## config.mk

```make
export PLATFORM = sky130hd
export DESIGN_NAME = axi_read_gap_injector
export DESIGN_NICKNAME = d
export VERILOG_FILES = /design/src/rtl/rgap_pkg.sv /design/src/rtl/rgap_txn_tracker.sv /design/src/rtl/rgap_gap_timer.sv /design/src/rtl/rgap_ar_gate.sv /design/src/rtl/rgap_r_gate.sv /design/src/rtl/axi_read_gap_injector.sv
export SDC_FILE = /design/constraint.sdc
export NUM_CORES = 1
export LEC_CHECK = 0
export ABC_AREA = 1
export BUFFER_PORTS_ARGS = -buffer_cell sky130_fd_sc_hd__buf_4
export CAP_MARGIN = 20
export CORE_AREA = 8 8 92 94
export CTS_CLUSTER_SIZE = 10
export DETAILED_ROUTE_END_ITERATION = 7
export DIE_AREA = 0 0 100 102
export GPL_ROUTABILITY_DRIVEN = 0
export HOLD_SLACK_MARGIN = 0.05
export SLEW_MARGIN = 20
export SYNTH_ARGS = -nofsm -noshare
export SYNTH_HDL_FRONTEND = slang
export SYNTH_SLANG_ARGS = --single-unit
```

## constraint.sdc

```tcl
create_clock -name clk_i -period 1.6 [get_ports clk_i]
set_clock_uncertainty 0.15 [all_clocks]
set_input_delay 0.16 -clock clk_i [delete_from_list [all_inputs] [get_ports clk_i]]
set_output_delay 0.16 -clock clk_i [all_outputs]
set_load 0.005 [all_outputs]
```

## src/rtl/rgap_pkg.sv

```systemverilog
package rgap_pkg;
  // Transaction phase: idle, waiting for the first beat to appear, burst in progress
  typedef enum logic [1:0] {
    RD_IDLE  = 2'd0,
    RD_FIRST = 2'd1,
    RD_BURST = 2'd2
  } rd_phase_e;

  localparam int unsigned AXI_LEN_W   = 8;
  localparam int unsigned AXI_SIZE_W  = 3;
  localparam int unsigned AXI_BURST_W = 2;
  localparam int unsigned AXI_RESP_W  = 2;
endpackage

```

## src/rtl/rgap_txn_tracker.sv

```systemverilog
module rgap_txn_tracker
  import rgap_pkg::*;
(
  input  logic clk_i,
  input  logic rst_ni,
  input  logic ar_hs_i,
  input  logic first_start_i,
  input  logic last_hs_i,
  output logic busy_o,
  output logic first_pend_o
);
  rd_phase_e phase_q, phase_d;

  always_comb begin
    phase_d = phase_q;
    unique case (phase_q)
      RD_IDLE:  if (ar_hs_i)       phase_d = RD_FIRST;
      RD_FIRST: if (first_start_i) phase_d = RD_BURST;
      RD_BURST: if (last_hs_i)     phase_d = RD_IDLE;
      default:                     phase_d = RD_IDLE;
    endcase
  end

  always_ff @(posedge clk_i or negedge rst_ni) begin
    if (!rst_ni) phase_q <= RD_IDLE;
    else         phase_q <= phase_d;
  end

  assign busy_o       = (phase_q != RD_IDLE);
  assign first_pend_o = (phase_q == RD_FIRST);
endmodule

```

## src/rtl/rgap_gap_timer.sv

```systemverilog
module rgap_gap_timer #(
  parameter int unsigned GAP = 15
) (
  input  logic clk_i,
  input  logic rst_ni,
  input  logic load_i,
  output logic hold_o
);
  localparam int unsigned CNT_W = (GAP < 1) ? 1 : $clog2(GAP + 1);
  localparam logic [CNT_W-1:0] LOAD_VAL = CNT_W'(GAP);

  logic [CNT_W-1:0] cnt_q;

  always_ff @(posedge clk_i or negedge rst_ni) begin
    if (!rst_ni)             cnt_q <= '0;
    else if (load_i)         cnt_q <= LOAD_VAL;
    else if (cnt_q != '0)    cnt_q <= cnt_q - 1'b1;
  end

  assign hold_o = (cnt_q != '0);
endmodule

```

## src/rtl/rgap_ar_gate.sv

```systemverilog
module rgap_ar_gate
  import rgap_pkg::*;
#(
  parameter int unsigned ADDR_W = 32,
  parameter int unsigned ID_W   = 4
) (
  input  logic                   block_i,
  input  logic                   m_arvalid_i,
  output logic                   m_arready_o,
  input  logic [ADDR_W-1:0]      m_araddr_i,
  input  logic [ID_W-1:0]        m_arid_i,
  input  logic [AXI_LEN_W-1:0]   m_arlen_i,
  input  logic [AXI_SIZE_W-1:0]  m_arsize_i,
  input  logic [AXI_BURST_W-1:0] m_arburst_i,
  output logic                   s_arvalid_o,
  input  logic                   s_arready_i,
  output logic [ADDR_W-1:0]      s_araddr_o,
  output logic [ID_W-1:0]        s_arid_o,
  output logic [AXI_LEN_W-1:0]   s_arlen_o,
  output logic [AXI_SIZE_W-1:0]  s_arsize_o,
  output logic [AXI_BURST_W-1:0] s_arburst_o,
  output logic                   ar_hs_o
);
  assign s_arvalid_o = m_arvalid_i & ~block_i;
  assign m_arready_o = s_arready_i & ~block_i;
  assign s_araddr_o  = m_araddr_i;
  assign s_arid_o    = m_arid_i;
  assign s_arlen_o   = m_arlen_i;
  assign s_arsize_o  = m_arsize_i;
  assign s_arburst_o = m_arburst_i;
  assign ar_hs_o     = m_arvalid_i & m_arready_o;
endmodule

```

## src/rtl/rgap_r_gate.sv

```systemverilog
module rgap_r_gate
  import rgap_pkg::*;
#(
  parameter int unsigned DATA_W = 64,
  parameter int unsigned ID_W   = 4
) (
  input  logic                  hold_i,
  input  logic                  s_rvalid_i,
  output logic                  s_rready_o,
  input  logic [DATA_W-1:0]     s_rdata_i,
  input  logic [AXI_RESP_W-1:0] s_rresp_i,
  input  logic [ID_W-1:0]       s_rid_i,
  input  logic                  s_rlast_i,
  output logic                  m_rvalid_o,
  input  logic                  m_rready_i,
  output logic [DATA_W-1:0]     m_rdata_o,
  output logic [AXI_RESP_W-1:0] m_rresp_o,
  output logic [ID_W-1:0]       m_rid_o,
  output logic                  m_rlast_o,
  output logic                  beat_hs_o
);
  assign m_rvalid_o = s_rvalid_i & ~hold_i;
  // slave only sees ready in the cycle the master accepts
  assign s_rready_o = m_rready_i & ~hold_i;
  assign m_rdata_o  = s_rdata_i;
  assign m_rresp_o  = s_rresp_i;
  assign m_rid_o    = s_rid_i;
  assign m_rlast_o  = s_rlast_i;
  assign beat_hs_o  = m_rvalid_o & m_rready_i;
endmodule

```

## src/rtl/axi_read_gap_injector.sv

```systemverilog
module axi_read_gap_injector
  import rgap_pkg::*;
#(
  parameter int unsigned ADDR_W = 32,
  parameter int unsigned DATA_W = 64,
  parameter int unsigned ID_W   = 4,
  parameter int unsigned GAP    = 15
) (
  input  logic                   clk_i,
  input  logic                   rst_ni,
  input  logic                   m_arvalid_i,
  output logic                   m_arready_o,
  input  logic [ADDR_W-1:0]      m_araddr_i,
  input  logic [ID_W-1:0]        m_arid_i,
  input  logic [AXI_LEN_W-1:0]   m_arlen_i,
  input  logic [AXI_SIZE_W-1:0]  m_arsize_i,
  input  logic [AXI_BURST_W-1:0] m_arburst_i,
  output logic                   s_arvalid_o,
  input  logic                   s_arready_i,
  output logic [ADDR_W-1:0]      s_araddr_o,
  output logic [ID_W-1:0]        s_arid_o,
  output logic [AXI_LEN_W-1:0]   s_arlen_o,
  output logic [AXI_SIZE_W-1:0]  s_arsize_o,
  output logic [AXI_BURST_W-1:0] s_arburst_o,
  input  logic                   s_rvalid_i,
  output logic                   s_rready_o,
  input  logic [DATA_W-1:0]      s_rdata_i,
  input  logic [AXI_RESP_W-1:0]  s_rresp_i,
  input  logic [ID_W-1:0]        s_rid_i,
  input  logic                   s_rlast_i,
  output logic                   m_rvalid_o,
  input  logic                   m_rready_i,
  output logic [DATA_W-1:0]      m_rdata_o,
  output logic [AXI_RESP_W-1:0]  m_rresp_o,
  output logic [ID_W-1:0]        m_rid_o,
  output logic                   m_rlast_o
);
  logic busy, first_pend, cnt_hold, hold;
  logic ar_hs, beat_hs, first_start, last_hs, load;

  // opening beat waits until the slave actually presents it
  assign first_start = first_pend & s_rvalid_i & ~cnt_hold;
  assign last_hs     = beat_hs & s_rlast_i;
  assign load        = first_start | (beat_hs & ~s_rlast_i);
  assign hold        = cnt_hold | first_pend;

  rgap_txn_tracker u_trk (
    .clk_i        (clk_i),
    .rst_ni       (rst_ni),
    .ar_hs_i      (ar_hs),
    .first_start_i(first_start),
    .last_hs_i    (last_hs),
    .busy_o       (busy),
    .first_pend_o (first_pend)
  );

  rgap_gap_timer #(.GAP(GAP)) u_tmr (
    .clk_i (clk_i),
    .rst_ni(rst_ni),
    .load_i(load),
    .hold_o(cnt_hold)
  );

  rgap_ar_gate #(.ADDR_W(ADDR_W), .ID_W(ID_W)) u_ar (
    .block_i    (busy),
    .m_arvalid_i(m_arvalid_i),
    .m_arready_o(m_arready_o),
    .m_araddr_i (m_araddr_i),
    .m_arid_i   (m_arid_i),
    .m_arlen_i  (m_arlen_i),
    .m_arsize_i (m_arsize_i),
    .m_arburst_i(m_arburst_i),
    .s_arvalid_o(s_arvalid_o),
    .s_arready_i(s_arready_i),
    .s_araddr_o (s_araddr_o),
    .s_arid_o   (s_arid_o),
    .s_arlen_o  (s_arlen_o),
    .s_arsize_o (s_arsize_o),
    .s_arburst_o(s_arburst_o),
    .ar_hs_o    (ar_hs)
  );

  rgap_r_gate #(.DATA_W(DATA_W), .ID_W(ID_W)) u_r (
    .hold_i    (hold),
    .s_rvalid_i(s_rvalid_i),
    .s_rready_o(s_rready_o),
    .s_rdata_i (s_rdata_i),
    .s_rresp_i (s_rresp_i),
    .s_rid_i   (s_rid_i),
    .s_rlast_i (s_rlast_i),
    .m_rvalid_o(m_rvalid_o),
    .m_rready_i(m_rready_i),
    .m_rdata_o (m_rdata_o),
    .m_rresp_o (m_rresp_o),
    .m_rid_o   (m_rid_o),
    .m_rlast_o (m_rlast_o),
    .beat_hs_o (beat_hs)
  );
endmodule

```

# Yosys cells after proc, flatten, opt, wreduce, memory -nomap -nowiden
# Index checks and enable logic that the tools add are counted.
# classes
n_eq_ne	5
reduce_logical	5
addsub	1
mux	6
bitwise	16
# op_table
cell	n
bitwise AND 1 bit	10
two-way mux 4 bit	2
two-way mux 2 bit	3
one-hot mux 2 bit (3 select lines)	1
inequality test 2 bit, second input constant	2
inverter 1 bit	4
nonzero test 2 bit	2
nonzero test 4 bit	1
subtractor 4 x 1 -> 4 bit, second input constant	1
AND reduction 3 bit	1
equality test 2 x 1 -> 1 bit, second input constant	1
equality test 2 bit, second input constant	1
logical NOT 2 bit	1
inequality test 2 x 1 -> 1 bit, second input constant	1
OR 1 bit	2
# totals
ff_bits	6
out_inout_bits	124

# Longest topological paths before layout
# depth
ltp_word	8
mapped_depth	8
depth_no_buf	8

# By module
# Synthesis repeated with hierarchy kept, for this count alone.
# unflattened
cells_unflattened	184
area_unflattened_um2	1336.3
# modules_own_cells
mod	area_per_inst_um2	instances	cells_per_inst
rgap_r_gate	560.5	1	77
rgap_ar_gate	395.4	1	55
rgap_gap_timer	237.7	1	28
rgap_txn_tracker	105.1	1	15
axi_read_gap_injector	37.5	1	9

# Worst setup path before layout
# No wires, ideal clock.
# synth_path
path_kind	register -> register
from	register u_tmr.cnt_q[0]
to	register u_trk.phase_q[1]
stages_incl_launch_ff	8
slack_ns	0.256
period_less_slack_ns	1.344
path_buffers	0
arrival_time_ns	1.072
cell_sequence	dfrtp_1 -> inv_1 -> ha_1 -> nand2_2 -> nor2_4 -> nand3_2 -> nand2_1 -> nand2_1
# synth_via
elab_chain_len	8
elab_cells_between_ends	11
cone_classes	eq/ne (2); bitwise (7); reduce/logical (2)
# synth_rtl
item	line	source
from (decl)	rgap_gap_timer.sv:12	logic [CNT_W-1:0] cnt_q;
from (signal assigned)	rgap_gap_timer.sv:17	else if (cnt_q != '0) cnt_q <= cnt_q - 1'b1;
nonzero test 4 bit (*)	rgap_gap_timer.sv:20	assign hold_o = (cnt_q != '0);
OR 1 bit	axi_read_gap_injector.sv:45	assign hold = cnt_hold | first_pend;
inverter 1 bit	rgap_r_gate.sv:22	assign m_rvalid_o = s_rvalid_i & ~hold_i;
bitwise AND 1 bit	rgap_r_gate.sv:22	
bitwise AND 1 bit	rgap_r_gate.sv:29	assign beat_hs_o = m_rvalid_o & m_rready_i;
bitwise AND 1 bit	axi_read_gap_injector.sv:43	assign last_hs = beat_hs & s_rlast_i;
inequality test 2 bit (no line)	--	
AND reduction 3 bit (no line) (*)	--	
to (signal assigned)	rgap_txn_tracker.sv:26	else phase_q <= phase_d;
to (decl)	rgap_txn_tracker.sv:12	rd_phase_e phase_q, phase_d;
# Mark *: on every way between the ends. The rest lies on a longest branch, timed or not.
# A chain may end at the register's enable or synchronous reset.

# Final worst setup path
# layout_path
from	register u_tmr.cnt_q[1]
to	output port m_rvalid_o
# layout_via
elab_chain_len	4
# layout_rtl
item	line	source
nonzero test 4 bit	rgap_gap_timer.sv:20	
OR 1 bit	axi_read_gap_injector.sv:45	
inverter 1 bit	rgap_r_gate.sv:22	
bitwise AND 1 bit	rgap_r_gate.sv:22	
to (decl)	axi_read_gap_injector.sv:31	output logic m_rvalid_o,
# Every way passes these cells.

==> flow_metrics.env <==
export IMPL_drc=0
export IMPL_grt_use_total_pct=4.81
export IMPL_wl_mm=2.52
export IMPL_status="completed"
export IMPL_hold_viol=0
export IMPL_ys_flop_type="dfrtp_1"
export IMPL_power_w=0.00115
export IMPL_synth_top_area_cell="buf_4"
export IMPL_post_synth_top_count_cell="buf_4"
export IMPL_maxCapViolCount=0
export IMPL_ys_seq_area_share_pct=11.5
export IMPL_cp_cell_sequence="inv_2, ha_4, nand2_4, nor2_4, nand2_2, nor2_2, buf_4"
export IMPL_synth_edf_count=0
export IMPL_core_region_area_um2=7060
export IMPL_syn_nets=302
export IMPL_routedWlPerCell_um=14.5
export IMPL_rr_endpoint="u_trk.phase_q[1]"
export IMPL_post_dp_cell_area_um2=616
export IMPL_finalSetupTns_ps=0
export IMPL_viasPerCell=3.12
export IMPL_max_clock_freq_ghz=0.633
export IMPL_die_h_um=102
export IMPL_root_buffer="clkbuf_8"
export IMPL_required_ps=1290
export IMPL_p_per_area_nw_per_um2=1560
export IMPL_min_from="s_arready_i"
export IMPL_nNetsFinal=205
export IMPL_synthCells=174
export IMPL_worst_r2r_path_depth=8
export IMPL_ys_warn_count=0
export IMPL_grt_pass1_wl_mm=3.31
export IMPL_die_x_um=100
export IMPL_grt_pass1_vias=596
export IMPL_first_iter_violations=2
export IMPL_power_share_switching_pct=40.2
export IMPL_path_clk_slew_ps=40
export IMPL_final_area_um2=737
export IMPL_critPathArrivalTime_ps=1270
export IMPL_yosysTopAreaCellShare_pct=69.2
export IMPL_ant_nets=0
export IMPL_cts_tree="built"
export IMPL_worst_slack_ps=20.8
export IMPL_yosys_register_bits=6
export IMPL_htree_levels=1
export IMPL_reg2reg_slack_ps=200
export IMPL_worst_ir_drop_vdd_uv=262
export IMPL_clkLatencyLatePin_ps=220
export IMPL_switchingPower_w=0.000461
export IMPL_cts_max_path_buffers=2
export IMPL_whs_endpoint="u_trk.phase_q[0]"
export IMPL_fin_crit_sh_pct=98.7
export IMPL_worstMarginPinSlew_ps=202
export IMPL_dpl_hpwl_mm=2.00
export IMPL_r2r_start="u_tmr.cnt_q[1]"
export IMPL_worstSetupEndpointType="output pin"
export IMPL_power_frac_comb_pct=55.7
export IMPL_internal_power_w=0.000688
export IMPL_critPathKind="reg2out"
export IMPL_relSlewSlack_pct=86.5
export IMPL_rows=31
export IMPL_die_area_um2=10200
export IMPL_syn_avg_cell_area_um2=7.49
export IMPL_drive_gt1_share_pct=42.7
export IMPL_rsz0062_at_grt="yes"
export IMPL_p_leak_nw=0.361
export IMPL_crit_slowest_cell="dfrtp_1"
export IMPL_post_route_util_pct=10.4
export IMPL_syn_area_um2=1300
export IMPL_worst_path_max_fanout=3
export IMPL_setup_violations=0
export IMPL_critPathLaunchType="flip-flop"
export IMPL_place_ws_ps=99.9
export IMPL_hp_class="in2reg"
export IMPL_min_path_cells=3
export IMPL_ys_async_sr_fraction_pct=100
export IMPL_syn2layout_area_growth_pct=-43.4
export IMPL_overflow=0
export IMPL_cts_buffers=3
export IMPL_slew_viol_final=0
export IMPL_initial_core_util_pct=18.5
export IMPL_seqPwrFrac_pct=25.2
export IMPL_antenna_found_initial=0
export IMPL_synth_top_cells_by_count="120 x buf_4, 15 x nand2_1, 10 x inv_1, 7 x nand3_1, 7 x nor2_1"
export IMPL_power_frac_clock_pct=19.2
export IMPL_port_buffers=11
export IMPL_synth_area_top_cells="buf_4 69%, dfrtp_1 12%, nand2_1 4.3%, inv_1 2.9%, nand3_1 2.7%"
export IMPL_synth_cell_type_count=13
export IMPL_diodes=0
export IMPL_period_needed_ps=1580
export IMPL_dr_pass1_iters=2
export IMPL_max_stage_delay_ps=390
export IMPL_vias=543
export IMPL_ioPinCount=250
export IMPL_clock_sinks=6
export IMPL_grt_max_degree=7
## worst max path at each step
stage / startpoint / endpoint / cells after the start
after floorplan: u_tmr.cnt_q[0] / u_trk.phase_q[1] / 7
after detailed placement: u_tmr.cnt_q[1] / m_rvalid_o / 7
after CTS: u_tmr.cnt_q[1] / m_rvalid_o / 7
final: u_tmr.cnt_q[1] / m_rvalid_o / 7
after global placement: u_tmr.cnt_q[1] / m_rvalid_o / 7
after global routing: u_tmr.cnt_q[1] / m_rvalid_o / 7
## layer usage
metal / up-vias / track usage [%] / routed length [um] / part of all wire, %
li1: 207 / - / - / -
met2: 63 / 4.67 / 779 / 31
met4: 0 / 12.8 / 582 / 23
met1: 207 / 2.49 / 545 / 22
met3: 66 / 4.97 / 614 / 24
met5: - / 0 / 0 / 0
## final cells by class
class                   count  area [um^2]
fillers                   835         6320
multi-input cells          38          246
flip-flops and latches      6          150
repair buffers             18          138
well taps                  99          124
clock buffers               3         41.3
inverters                  10         37.5
## power by group through the flow
stage,clock network (W),logic (W),registers (W)
floorplan,0,0.000585,0.000273
global placement,0,0.000473,0.000280
detailed placement,0,0.000492,0.000281
CTS,0.000225,0.000586,0.000284
global route,0.000241,0.000745,0.000301
finish,0.000220,0.000640,0.000289
## cells by family (layout without fill, tap and decap cells)
kind of cell / after synthesis / count (layout) / share of synthesized area [%]
adder cells (fa/ha/maj): 2 / 2 / 1.92
buffers and inverters: 130 / 31 / 72.0
XOR/XNOR: 2 / 2 / 1.35
AND/OR/NAND/NOR: 34 / 34 / 13.2
flip-flops: 6 / 6 / 11.5
## sequential cells by signal, indices dropped and copies added, names as in the netlist
register / flops
u_tmr.cnt_q: 4
u_trk.phase_q: 2
## cell usage in the layout, fill, tap and decap left out
| cell type | instances |
|---|---|
| nor2_4 | 2 |
| xor2_1 | 2 |
| ha_4 | 1 |
| nor2_1 | 5 |
| nand2_4 | 1 |
| nand3_2 | 1 |
| clkbuf_8 | 3 |
| dfrtp_1 | 6 |
| nand3b_4 | 1 |
| nand3_1 | 7 |
| inv_1 | 8 |
| ha_1 | 1 |
| dlygate4sd3_1 | 1 |
| nand2_2 | 2 |
| nor2_2 | 2 |
| inv_2 | 2 |
| buf_4 | 17 |
| nand2_1 | 13 |
## what timing repair did
item,4_1_cts,5_1_grt
gates resized for setup,7,3
endpoints found under the setup margin,2,2
hold buffers,1,0
endpoints found under the hold margin,6,0
pin swaps,5,5
buffers inserted,1,4
## critical path: cells and delay by family, from the launching register on
kind	cells	cell delay, ps
fa+ha+maj	1	150
buf+inv	2	200
simple gates	4	300
flops	1	390
## stage by stage
stage / hold WS (ps) / cells
after floorplan: -286 / 174
after global placement: -180 / 165
after detailed placement: -179 / 165
after CTS: 71.6 / 170
after global routing: 95.3 / 174
final: 70.0 / 174
No activity file was read; power rests on OpenSTA's default activity.
